File: config.mk
export PLATFORM = sky130hd
export DESIGN_NAME = hblank_marker
export DESIGN_NICKNAME = d
export VERILOG_FILES = /design/src/rtl/hbm_pkg.sv /design/src/rtl/hbm_cfg_regs.sv /design/src/rtl/hbm_line_counter.sv /design/src/rtl/hbm_flag_bank.sv /design/src/rtl/hbm_blank_mux.sv /design/src/rtl/hblank_marker.sv
export SDC_FILE = /design/constraint.sdc
export NUM_CORES = 1
export LEC_CHECK = 0
export ABC_AREA = 1
export ABC_CLOCK_PERIOD_IN_PS = 3630
export BUFFER_PORTS_ARGS = -buffer_cell sky130_fd_sc_hd__buf_2
export CAP_MARGIN = 20
export CORE_UTILIZATION = 45
export CTS_CLUSTER_SIZE = 20
export DETAILED_ROUTE_END_ITERATION = 7
export PLACE_DENSITY = 0.67
export SYNTH_ARGS = -nofsm -noshare
export SYNTH_HDL_FRONTEND = slang
export SYNTH_SLANG_ARGS = --single-unit
File: constraint.sdc
create_clock -name clk -period 3.63 [get_ports clk]
set_clock_uncertainty 0.05 [all_clocks]
set_input_delay 0.1815 -clock clk [delete_from_list [all_inputs] [get_ports clk]]
set_output_delay 0.1815 -clock clk [all_outputs]
set_load 0.02 [all_outputs]
File: src/rtl/hbm_pkg.sv
// Shared definitions for the horizontal blanking marker block.
// Assumes: configuration address = {bank bit, entry index}.
package hbm_pkg;

    // Bank selected by the top configuration address bit.
    typedef enum logic {
        HBM_BANK_TC  = 1'b0,
        HBM_BANK_LVL = 1'b1
    } hbm_bank_e;

endpackage

File: src/rtl/hbm_cfg_regs.sv
// Configuration storage: one terminal count per marker, one blanking level per channel.
// Assumes: WDATA_W >= CNT_W and WDATA_W >= DATA_W; unused entry indexes are ignored.
module hbm_cfg_regs
    import hbm_pkg::*;
#(
    parameter int CNT_W     = 20,
    parameter int DATA_W    = 13,
    parameter int NUM_FLAGS = 2,
    parameter int NUM_CH    = 4,
    parameter int SEL_W     = 2,
    parameter int WDATA_W   = 20
) (
    input  logic                                clk,
    input  logic                                rst_n,
    input  logic                                cfg_we,
    input  logic [SEL_W:0]                      cfg_addr,
    input  logic [WDATA_W-1:0]                  cfg_wdata,
    output logic [NUM_FLAGS-1:0][CNT_W-1:0]     tc,
    output logic [NUM_CH-1:0][DATA_W-1:0]       lvl
);

    hbm_bank_e        bank;
    logic [SEL_W-1:0] idx;

    assign bank = hbm_bank_e'(cfg_addr[SEL_W]);
    assign idx  = cfg_addr[SEL_W-1:0];

    for (genvar i = 0; i < NUM_FLAGS; i++) begin : g_tc
        logic [CNT_W-1:0] tc_r;
        // Hold terminal count i; reset parks it at the counter maximum.
        always_ff @(posedge clk) begin
            if (!rst_n)
                tc_r <= '1;
            else if (cfg_we && bank == HBM_BANK_TC && idx == SEL_W'(i))
                tc_r <= cfg_wdata[CNT_W-1:0];
        end
        assign tc[i] = tc_r;
    end

    for (genvar c = 0; c < NUM_CH; c++) begin : g_lvl
        logic [DATA_W-1:0] lvl_r;
        // Hold the blanking level of channel c.
        always_ff @(posedge clk) begin
            if (!rst_n)
                lvl_r <= '0;
            else if (cfg_we && bank == HBM_BANK_LVL && idx == SEL_W'(c))
                lvl_r <= cfg_wdata[DATA_W-1:0];
        end
        assign lvl[c] = lvl_r;
    end

endmodule

File: src/rtl/hbm_line_counter.sv
// Line position counter: registers blanking, detects its falling edge and
// counts valid samples, saturating at all ones.
// Assumes: the clear pulse is used in the same cycle by the marker bank.
module hbm_line_counter #(
    parameter int CNT_W = 20
) (
    input  logic             clk,
    input  logic             rst_n,
    input  logic             blank_in,
    input  logic             sample_en,
    output logic [CNT_W-1:0] count,
    output logic             blank_q,
    output logic             clr
);

    localparam logic [CNT_W-1:0] CNT_MAX = '1;

    // Keep last sampled blanking level for edge detection.
    always_ff @(posedge clk) begin
        if (!rst_n)
            blank_q <= 1'b0;
        else
            blank_q <= blank_in;
    end

    assign clr = blank_q & ~blank_in;

    // Count valid samples; clear wins, maximum holds.
    always_ff @(posedge clk) begin
        if (!rst_n)
            count <= '0;
        else if (clr)
            count <= '0;
        else if (sample_en && count != CNT_MAX)
            count <= count + 1'b1;
    end

endmodule

File: src/rtl/hbm_flag_bank.sv
// Sticky markers: each sets when the count equals its terminal count and
// drops only on reset or the blanking clear pulse.
// Assumes: tc is taken as held before the edge (writes act one edge later).
module hbm_flag_bank #(
    parameter int CNT_W     = 20,
    parameter int NUM_FLAGS = 2
) (
    input  logic                            clk,
    input  logic                            rst_n,
    input  logic                            clr,
    input  logic [CNT_W-1:0]                count,
    input  logic [NUM_FLAGS-1:0][CNT_W-1:0] tc,
    output logic [NUM_FLAGS-1:0]            flags
);

    for (genvar i = 0; i < NUM_FLAGS; i++) begin : g_flag
        logic flag_r;
        // Set on match, hold, clear has priority.
        always_ff @(posedge clk) begin
            if (!rst_n)
                flag_r <= 1'b0;
            else if (clr)
                flag_r <= 1'b0;
            else if (count == tc[i])
                flag_r <= 1'b1;
        end
        assign flags[i] = flag_r;
    end

endmodule

File: src/rtl/hbm_blank_mux.sv
// Per-channel output register selecting the blanking level or the live sample.
// Assumes: channel c sits at bits [c*DATA_W +: DATA_W] of the packed buses.
module hbm_blank_mux #(
    parameter int DATA_W = 13,
    parameter int NUM_CH = 4
) (
    input  logic                          clk,
    input  logic                          rst_n,
    input  logic                          blank_in,
    input  logic [NUM_CH-1:0][DATA_W-1:0] lvl,
    input  logic [NUM_CH*DATA_W-1:0]      ch_in,
    output logic [NUM_CH*DATA_W-1:0]      ch_out
);

    for (genvar c = 0; c < NUM_CH; c++) begin : g_ch
        logic [DATA_W-1:0] out_r;
        // Register level or sample for channel c.
        always_ff @(posedge clk) begin
            if (!rst_n)
                out_r <= '0;
            else
                out_r <= blank_in ? lvl[c] : ch_in[c*DATA_W +: DATA_W];
        end
        assign ch_out[c*DATA_W +: DATA_W] = out_r;
    end

endmodule

File: src/rtl/hblank_marker.sv
// Top of the horizontal blanking marker: configuration registers, line
// counter, sticky marker bank and blanking data replacement.
// Assumes: NUM_FLAGS and NUM_CH each fit in SEL_W index bits.
module hblank_marker #(
    parameter int CNT_W     = 20,
    parameter int DATA_W    = 13,
    parameter int NUM_FLAGS = 2,
    parameter int NUM_CH    = 4,
    parameter int SEL_W     = 2,
    localparam int ADDR_W   = SEL_W + 1,
    localparam int WDATA_W  = (CNT_W > DATA_W) ? CNT_W : DATA_W
) (
    input  logic                       clk,
    input  logic                       rst_n,
    input  logic                       blank_in,
    input  logic                       sample_en,
    input  logic                       cfg_we,
    input  logic [ADDR_W-1:0]          cfg_addr,
    input  logic [WDATA_W-1:0]         cfg_wdata,
    input  logic [NUM_CH*DATA_W-1:0]   ch_in,
    output logic [NUM_CH*DATA_W-1:0]   ch_out,
    output logic [NUM_FLAGS-1:0]       flag_o
);

    logic [NUM_FLAGS-1:0][CNT_W-1:0] tc_w;
    logic [NUM_CH-1:0][DATA_W-1:0]   lvl_w;
    logic [CNT_W-1:0]                count_w;
    logic                            blank_q_w;
    logic                            clr_w;

    hbm_cfg_regs #(
        .CNT_W(CNT_W), .DATA_W(DATA_W), .NUM_FLAGS(NUM_FLAGS),
        .NUM_CH(NUM_CH), .SEL_W(SEL_W), .WDATA_W(WDATA_W)
    ) u_regs (
        .clk(clk), .rst_n(rst_n), .cfg_we(cfg_we), .cfg_addr(cfg_addr),
        .cfg_wdata(cfg_wdata), .tc(tc_w), .lvl(lvl_w)
    );

    hbm_line_counter #(.CNT_W(CNT_W)) u_cnt (
        .clk(clk), .rst_n(rst_n), .blank_in(blank_in), .sample_en(sample_en),
        .count(count_w), .blank_q(blank_q_w), .clr(clr_w)
    );

    hbm_flag_bank #(.CNT_W(CNT_W), .NUM_FLAGS(NUM_FLAGS)) u_flags (
        .clk(clk), .rst_n(rst_n), .clr(clr_w), .count(count_w),
        .tc(tc_w), .flags(flag_o)
    );

    hbm_blank_mux #(.DATA_W(DATA_W), .NUM_CH(NUM_CH)) u_mux (
        .clk(clk), .rst_n(rst_n), .blank_in(blank_in), .lvl(lvl_w),
        .ch_in(ch_in), .ch_out(ch_out)
    );

endmodule

# Word level (Yosys, flattened, before mapping)
# Cells that the tools add are included.
# op_classes
addsub	1
eq_ne	6
muxes	4
bitwise_logic	4
reduce_logical	11
# op_table
cell	count
13-bit two-way mux	4
20-bit == test	2
20-bit by 1-bit adder with 20-bit output, second input constant	1
20-bit != test, second input constant	1
1-bit logical AND	9
2-bit == test, second input constant	2
1-bit inverter	3
2-bit by 1-bit == test with 1-bit output, second input constant	1
2-bit logical NOT	1
2-bit OR reduction	1
1-bit AND	1
# word_totals
reg_bits	167
input_bits	80
out_inout_bits	54

# Depth between registers and ports, before layout
# Gate-level depths: netlist of the first run.
# depth
ltp_word	3
depth_mapped	10
depth_no_buf	9

# Cells and area by module
# A second synthesis of the first run with hierarchy kept.
# hier_totals
cells_unflattened	1194
area_unflattened_um2	7739.9
# modules_own_cells
module	n_inst	cells_per_inst	area_each_um2
hbm_cfg_regs	1	486	3568.4
hbm_blank_mux	1	330	2157.1
hbm_line_counter	1	187	1202.4
hbm_flag_bank	1	191	812.0

# Worst setup path after synthesis of the first run
# Ideal clock, no wire load.
# synth_timing
kind	register to register
startpoint	register u_cnt.count[0]
endpoint	register u_cnt.count[2]
setup_ps	115
t_arrival_ps	1373
required_ps	3465
setup_slack_ps	2092
path_stages_with_launch	9
cell_sequence	dfxtp_1 ha_1 nand2_1 nor2_1 nand3_2 nor2_2 nor2_2 a21oi_1 nor2_1
# synth_between
elab_chain_cells	2
# synth_lines
element	line	source
from (decl)	hbm_line_counter.sv:11	output logic [CNT_W-1:0] count,
from (signal assigned)	hbm_line_counter.sv:35	count <= count + 1'b1;
branches (longest 2 deep; another with 20-bit by 1-bit adder with 20-bit output)	n/a	
# Several ways; the timed one is not identified.
# A chain may end at the register's enable or synchronous reset.

# Worst setup path after layout of the first run
# layout_timing
startpoint	register u_cnt.count[1]
endpoint	register u_cnt.count[2]
# Same word-level chain as after synthesis.

==> results.md, run 1 <==
* Crit-path max FO at 10
* CP Data Required Time at 3.90 ns
* Tmin final at 1.82 ns
* Gr busiest metal: met2
* Clock root buffer: clkbuf_16
* Slowest CP cell: dfxtp_1
* # diodes at 0
* Chip height at 126 um
* Synth top area share at 48.1%
* Setup TNS at 0 ns
* Final global-route overflow total at 0
* H-tree levels at 4
* Switch Pwr at 0.977 mW
* Pwr/cell area at 471 nW/um^2
* Critical path arrival at 2.09 ns
* Max transition margin at 42.4%
* Logic pwr share at 9.7%
* DIE AREA at 15900 um^2
* Io pins at 134
* CP bufs+invs at 0
* Post-Syn Area at 6950 um^2
* Met2 GRT Util at 39.3%
* Vias post-DR at 6772
* CP Capture Type: register
* Final WL at 18600 um
* Mapped Cells at 987
* Family with the most delay on the worst path: simple AND/OR/NAND/NOR gates
* Sequential area share after synthesis at 48.1%
* CP cell instances: ha_1 -> nand2_1 -> nor2_1 -> nand3_2 -> nor2_2 -> nor2_2 -> a21oi_1 -> nor2_1
* P_int at 3.21 mW
* Commonest non-fill, non-tap cell in the layout: nor2_1
* Reg clk slew, reported paths at 0.06 ns
* Worst Setup Path Type: register to register
* Sequential power share at 46.3%
* # rows at 45
* Fin crit share at 50.2%
* Commonest cells after routing, fill and taps aside: nor2_1, nand2_1, dfxtp_1
* Worst-Margin Slew at 0.864 ns
* Switching Share at 23.3%
* Post_cts resized at 0
* Vias per cell at 4.99
* Largest net degree at the start of global routing at 97
* NumNets Final at 1238
* Clk Latency, worst-skew pair at 0.42 ns
* Final setup violation count at 0
* P_leak at 4.17 nW
* Clk network pwr share at 44.1%
* Hold Fails Final Rpt at 0
* Avg Synthesized Cell Area at 7.04 um^2
* Clk sinks at 167
* TritonCTS clock tree: yes
* GRT met1 Usage at 31.7%
* Max-capacitance violation count at 0
* Status: complete, no violations
* Antenna Violating Nets Remaining at 0
* Vias in the first global route at 6175
* Initial antenna violation count at 0
* Die X at 126 um
* Max Slew Vio Count at 0
* Crit-path max cell delay at 0.44 ns
* RSZ-0062 raised after global routing: no
* Synth Net Count at 1068
* Total GRT Usage at 24.2%
* CTS max path bufs at 2
* Startpoint Class: register
* Initial DRC Count at 446
* CORE AREA at 15100 um^2
* Met3 Use GR at 4.43%
* DRT Pass-1 Iters at 5
* TritonCTS Buffers at 17
* WL/cell at 13.8 um
* GP Congestion at 0.881
* Worst hold path class: input pin to register
* VDD IR-drop max at 329 uV
* DRC viols at 0
* PortBufs at 133
* Initial Utilization at 45.9%
* Achievable frequency at 549 MHz
* Synth area leaders: dfxtp_1, nor2_1, nand2_1
* Share of post-route cells with drive strength above 1 at 16.4%
* Yosys cell types at 33
* Largest area contributor in the netlist: dfxtp_1
* Total power at 4.19 mW
* Synth warnings at 0
* DP Wirelength at 12000 um
* P&R area growth vs syn at 28.1%
* Global-route wire length before repair at 30500 um
* Yosys reg bits at 167
## area by class of cell
type / count / area (um^2)
sequential: 167 / 3340
fill: 1397 / 6240
clock inverter: 8 / 121
clock buffer: 22 / 484
tap: 188 / 235
timing repair buffer: 198 / 1300
inverter: 78 / 293
multi-input combinational: 695 / 3120
## cells in the mapped netlist
cell type  number
o21ai_0       110
a21oi_2         1
dfxtp_1       167
nand2_8         1
nand4_2         1
inv_1          73
nand3_2         3
o21a_1          1
inv_2           4
clkinv_1        1
nand3_4         1
nor3_1          8
clkbuf_2        1
nand3_1        25
nor2_2          5
o21ai_1         1
buf_2           7
nor2_4          3
o211ai_1       34
ha_1            1
nor2_1        259
nand4_1         2
a31oi_1         1
nand2_1       209
buf_4           2
clkbuf_1       36
xnor2_1         4
a21oi_1        15
nand2_4         1
buf_1           1
xor2_1          6
nand2_2         2
nor3_2          1
## sequential cells by signal (all words and copies together) (netlist names)
register               count
u_cnt.blank_q              1
u_cnt.count               20
u_flags.g_flag.flag_r      2
u_mux.g_ch.out_r          52
u_regs.g_lvl.lvl_r        52
u_regs.g_tc.tc_r          40
## cell families (layout without fill, tap and decap cells)
| group | Yosys count | in the layout | share of synthesized area, % |
|---|---|---|---|
| adders and majority gates | 1 | 1 | 0.180 |
| and+or+nand+nor | 521 | 521 | 30.4 |
| DFF | 167 | 167 | 48.1 |
| buffers and inverters | 125 | 306 | 7.00 |
| AOI/OAI and AO/OA | 163 | 163 | 13.1 |
| xor gates and xnor gates | 10 | 10 | 1.26 |
## worst reg2reg max path: cells and delay by family, from the launching register on
kind	cells	cell delay, ns
adders and majority gates	1	0.33
AOI/OAI and AO/OA	1	0.15
and+or+nand+nor	6	0.76
DFF	1	0.44
## power groups by stage
stage	Clock [mW]	Sequential (mW)	Combinational, mW
floorplan	0	2.02	0.169
global placement	0	1.98	0.346
detailed placement	0	1.98	0.349
CTS	1.86	1.94	0.400
global route	1.94	1.95	0.450
finish	1.85	1.94	0.405
## through the flow
| stage | setup WS, ns | instances | area, um^2 | util [%] | hold WS [ns] |
|---|---|---|---|---|---|
| 2_1_floorplan | 2.09 | 987 | 6950 | - | 0.245 |
| 3_3_place_gp | 1.86 | 1267 | 7710 | 50.9 | 0.351 |
| 3_5_place_dp | 1.84 | 1267 | 7710 | 50.9 | 0.357 |
| 4_1_cts | 1.84 | 1356 | 8900 | 58.8 | 0.0199 |
| 5_1_grt | 1.57 | 1356 | 8900 | 58.8 | 0.0485 |
| 6_report | 1.81 | 1356 | 8900 | 58.8 | 0.0290 |
## per-layer routing
| metal | vias to the layer above | wire [um] | share of wire [%] |
|---|---|---|---|
| met3 | 42 | 801 | 4.3 |
| met4 | 0 | 517 | 2.8 |
| met1 | 3078 | 8590 | 46 |
| met2 | 199 | 8740 | 47 |
| li1 | 3453 | - | - |
| met5 | - | 0 | 0 |
## what timing repair did
action	4_1_cts	5_1_grt
setup endpoints to repair	0	0
endpoints found under the hold margin	66	0
setup buffers	0	0
hold buffers	59	0
## worst paths after layout
kind | slack, ns | from | depth (start not counted) | to
setup reg to reg | 1.81 | u_cnt.count[1] | 8 | u_cnt.count[2]
hold / removal | 0.03 | cfg_wdata[1] | 3 | u_regs.g_tc[1].tc_r[1]
setup / recovery | 1.81 | u_cnt.count[1] | 8 | u_cnt.count[2]
hold reg to reg | 0.40 | u_flags.g_flag[1].flag_r | 2 | u_flags.g_flag[1].flag_r
Note: power is estimated with default switching activity, not from simulation.
==> inputs of run 2 (changes only) <==
--- a/config.mk
+++ b/config.mk
@@ -6,7 +6,7 @@
 export NUM_CORES = 1
 export LEC_CHECK = 0
 export ABC_AREA = 1
-export ABC_CLOCK_PERIOD_IN_PS = 3630
+export ABC_CLOCK_PERIOD_IN_PS = 1880
 export BUFFER_PORTS_ARGS = -buffer_cell sky130_fd_sc_hd__buf_2
 export CAP_MARGIN = 20
 export CORE_UTILIZATION = 45
==> constraint.sdc (replaced) <==
create_clock -name clk -period 1.88 [get_ports clk]
set_clock_uncertainty 0.05 [all_clocks]
set_input_delay 0.094 -clock clk [delete_from_list [all_inputs] [get_ports clk]]
set_output_delay 0.094 -clock clk [all_outputs]
set_load 0.02 [all_outputs]
==> run 2 against run 1 <==
Against the previous run:
- wire length increased by 2.3%
- core utilization rose by 1.7 points
- worst setup slack worse by 1.6 ns
- combinational power grew 100%
- sequential share of layout area down 1.0 points
- maximum frequency is 6.7% higher
- critical path type unchanged
- critical endpoint is now u_cnt.count[9]
- highest routed layer is now met5
==> results.md, run 2 (synthesis results as in run 1) <==
* Status: complete, no violations
* Global-route wire length before repair at 31000 um
* Setup TNS at 0 ns
* Post-place setup slack at 0.121 ns
* Max transition margin at 65.6%
* Vias post-DR at 6852
* Commonest non-fill, non-tap cell in the layout: nor2_1
* Worst-Margin Slew at 0.516 ns
* Critical path arrival at 1.97 ns
* Setup WS post-layout at 0.172 ns
* P&R area growth vs syn at 31.7%
* Initial DRC Count at 528
* Hold Fails Final Rpt at 0
* CP Capture Type: register
* Pwr/cell area at 895 nW/um^2
* Largest registers: u_mux.g_ch.out_r: 52 flops, u_regs.g_lvl.lvl_r: 52 flops, u_regs.g_tc.tc_r: 40 flops
* NumNets Final at 1259
* R2r startpoint: u_cnt.count[1]
* Final setup violation count at 0
* Antenna Violating Nets Remaining at 0
* Largest net degree at the start of global routing at 142
* Clk Latency, worst-skew pair at 0.43 ns
* TritonCTS clock tree: yes
* Die X at 126 um
* Vias per cell at 4.96
* Io pins at 134
* DP Wirelength at 12200 um
* Max-capacitance violation count at 0
* Clock root buffer: clkbuf_16
* CORE AREA at 15100 um^2
* Worst hold path class: input pin to register
* Worst Setup SP: u_cnt.count[1]
* Initial Utilization at 45.9%
* Final global-route overflow total at 0
* Hold_sp: blank_in
* Fin crit share at 90.8%
* Max Slew Vio Count at 0
* RSZ-0062 raised after global routing: no
* Vias in the first global route at 6232
* Share of post-route cells with drive strength above 1 at 16.9%
* DRT Pass-1 Iters at 5
* TritonCTS Buffers at 17
* H-tree levels at 4
* Final WL at 19100 um
* Reg clk slew, reported paths at 0.06 ns
* DIE AREA at 15900 um^2
* Chip height at 126 um
* Tmin final at 1.71 ns
* Crit-path max FO at 8
* Achievable frequency at 586 MHz
* Clk sinks at 167
* Total GRT Usage at 24.6%
* CTS max path bufs at 2
* Initial antenna violation count at 1
* GP Congestion at 0.892
* VDD IR-drop max at 647 uV
* CP Data Required Time at 2.14 ns
* Multi-input gate area at 3130 um^2
* PortBufs at 133
* Startpoint Class: register
* Commonest cells after routing, fill and taps aside: nor2_1, nand2_1, dfxtp_1
* WL/cell at 13.8 um
* Worst Setup Path Type: register to register
* # rows at 45
* DRC viols at 0
* Filler cells at 1353
* Hold path cells at 3
* Register area at 3340 um^2
* Worst R2R Path Depth at 6
* P_leak at 4.27 nW
-- run 2: changes by cell type in the layout (fill, tap and decap cells not counted), sizes merged --
cell,before,now
diode,0,2
clkinv,5,4
clkinvlp,1,2
inv,77,79
buf,139,147
dlygate4sd3,59,72
-- run 2: timing repair --
item | CTS | global route
hold buffers | 72 | 0
resized for setup | 0 | 2
hold endpoints to repair | 109 | 0
buffers inserted | 0 | 0
endpoints found under the setup margin | 0 | 14
-- run 2: critical path: stages, from the launching register on --
cell	delay (ns)
dfxtp_1	0.46
ha_4	0.22
nand3_4	0.10
nor3_1	0.24
nand4_2	0.25
a21oi_1	0.22
nor2_1	0.07
-- run 2: area by class of cell --
type / count / share of cell area, %
timing repair buffer: 219 / 16.7
multi-input combinational: 695 / 34.2
sequential: 167 / 36.5
clock inverter: 10 / 1.54
inverter: 78 / 3.20
antenna: 2 / 0.0547
tap: 188 / 2.57
clock buffer: 22 / 5.18
-- run 2: through the flow --
| step | hold slack [ns] | cells | util [%] | cell area [um^2] | power (mW) |
|---|---|---|---|---|---|
| after global placement | 0.258 | 1275 | 51.5 | 7800 | 4.50 |
| after floorplan | 0.157 | 987 | - | 6950 | 4.22 |
| after global routing | 0.00688 | 1379 | 60.4 | 9150 | 8.50 |
| after detailed placement | 0.262 | 1275 | 51.5 | 7800 | 4.50 |
| after CTS | 0.000409 | 1379 | 60.3 | 9140 | 8.23 |
| final | 0.00858 | 1381 | 60.5 | 9160 | 8.19 |
-- run 2: final timing paths --
path | slack (ns) | endpoint
max | 0.17 | u_cnt.count[9]
min | 0.009 | u_cnt.blank_q
max reg2reg | 0.17 | u_cnt.count[9]
min reg2reg | 0.40 | u_flags.g_flag[1].flag_r
-- run 2: layer usage --
layer  share of wire, %  track usage [%]  vias up
met3                5.0             5.19       35
met1                 46             31.9     3095
met2                 47             40.6      210
li1                   -                -     3510
met4                1.8             8.86        2
met5              0.047                0        -
-- run 2: power by group --
group          switching [mW]  total (mW)  internal (mW)
Clock                    1.43        3.63           2.20
Combinational           0.480       0.821          0.341
Sequential             0.0617        3.74           3.68
Total                    1.97        8.19           6.22
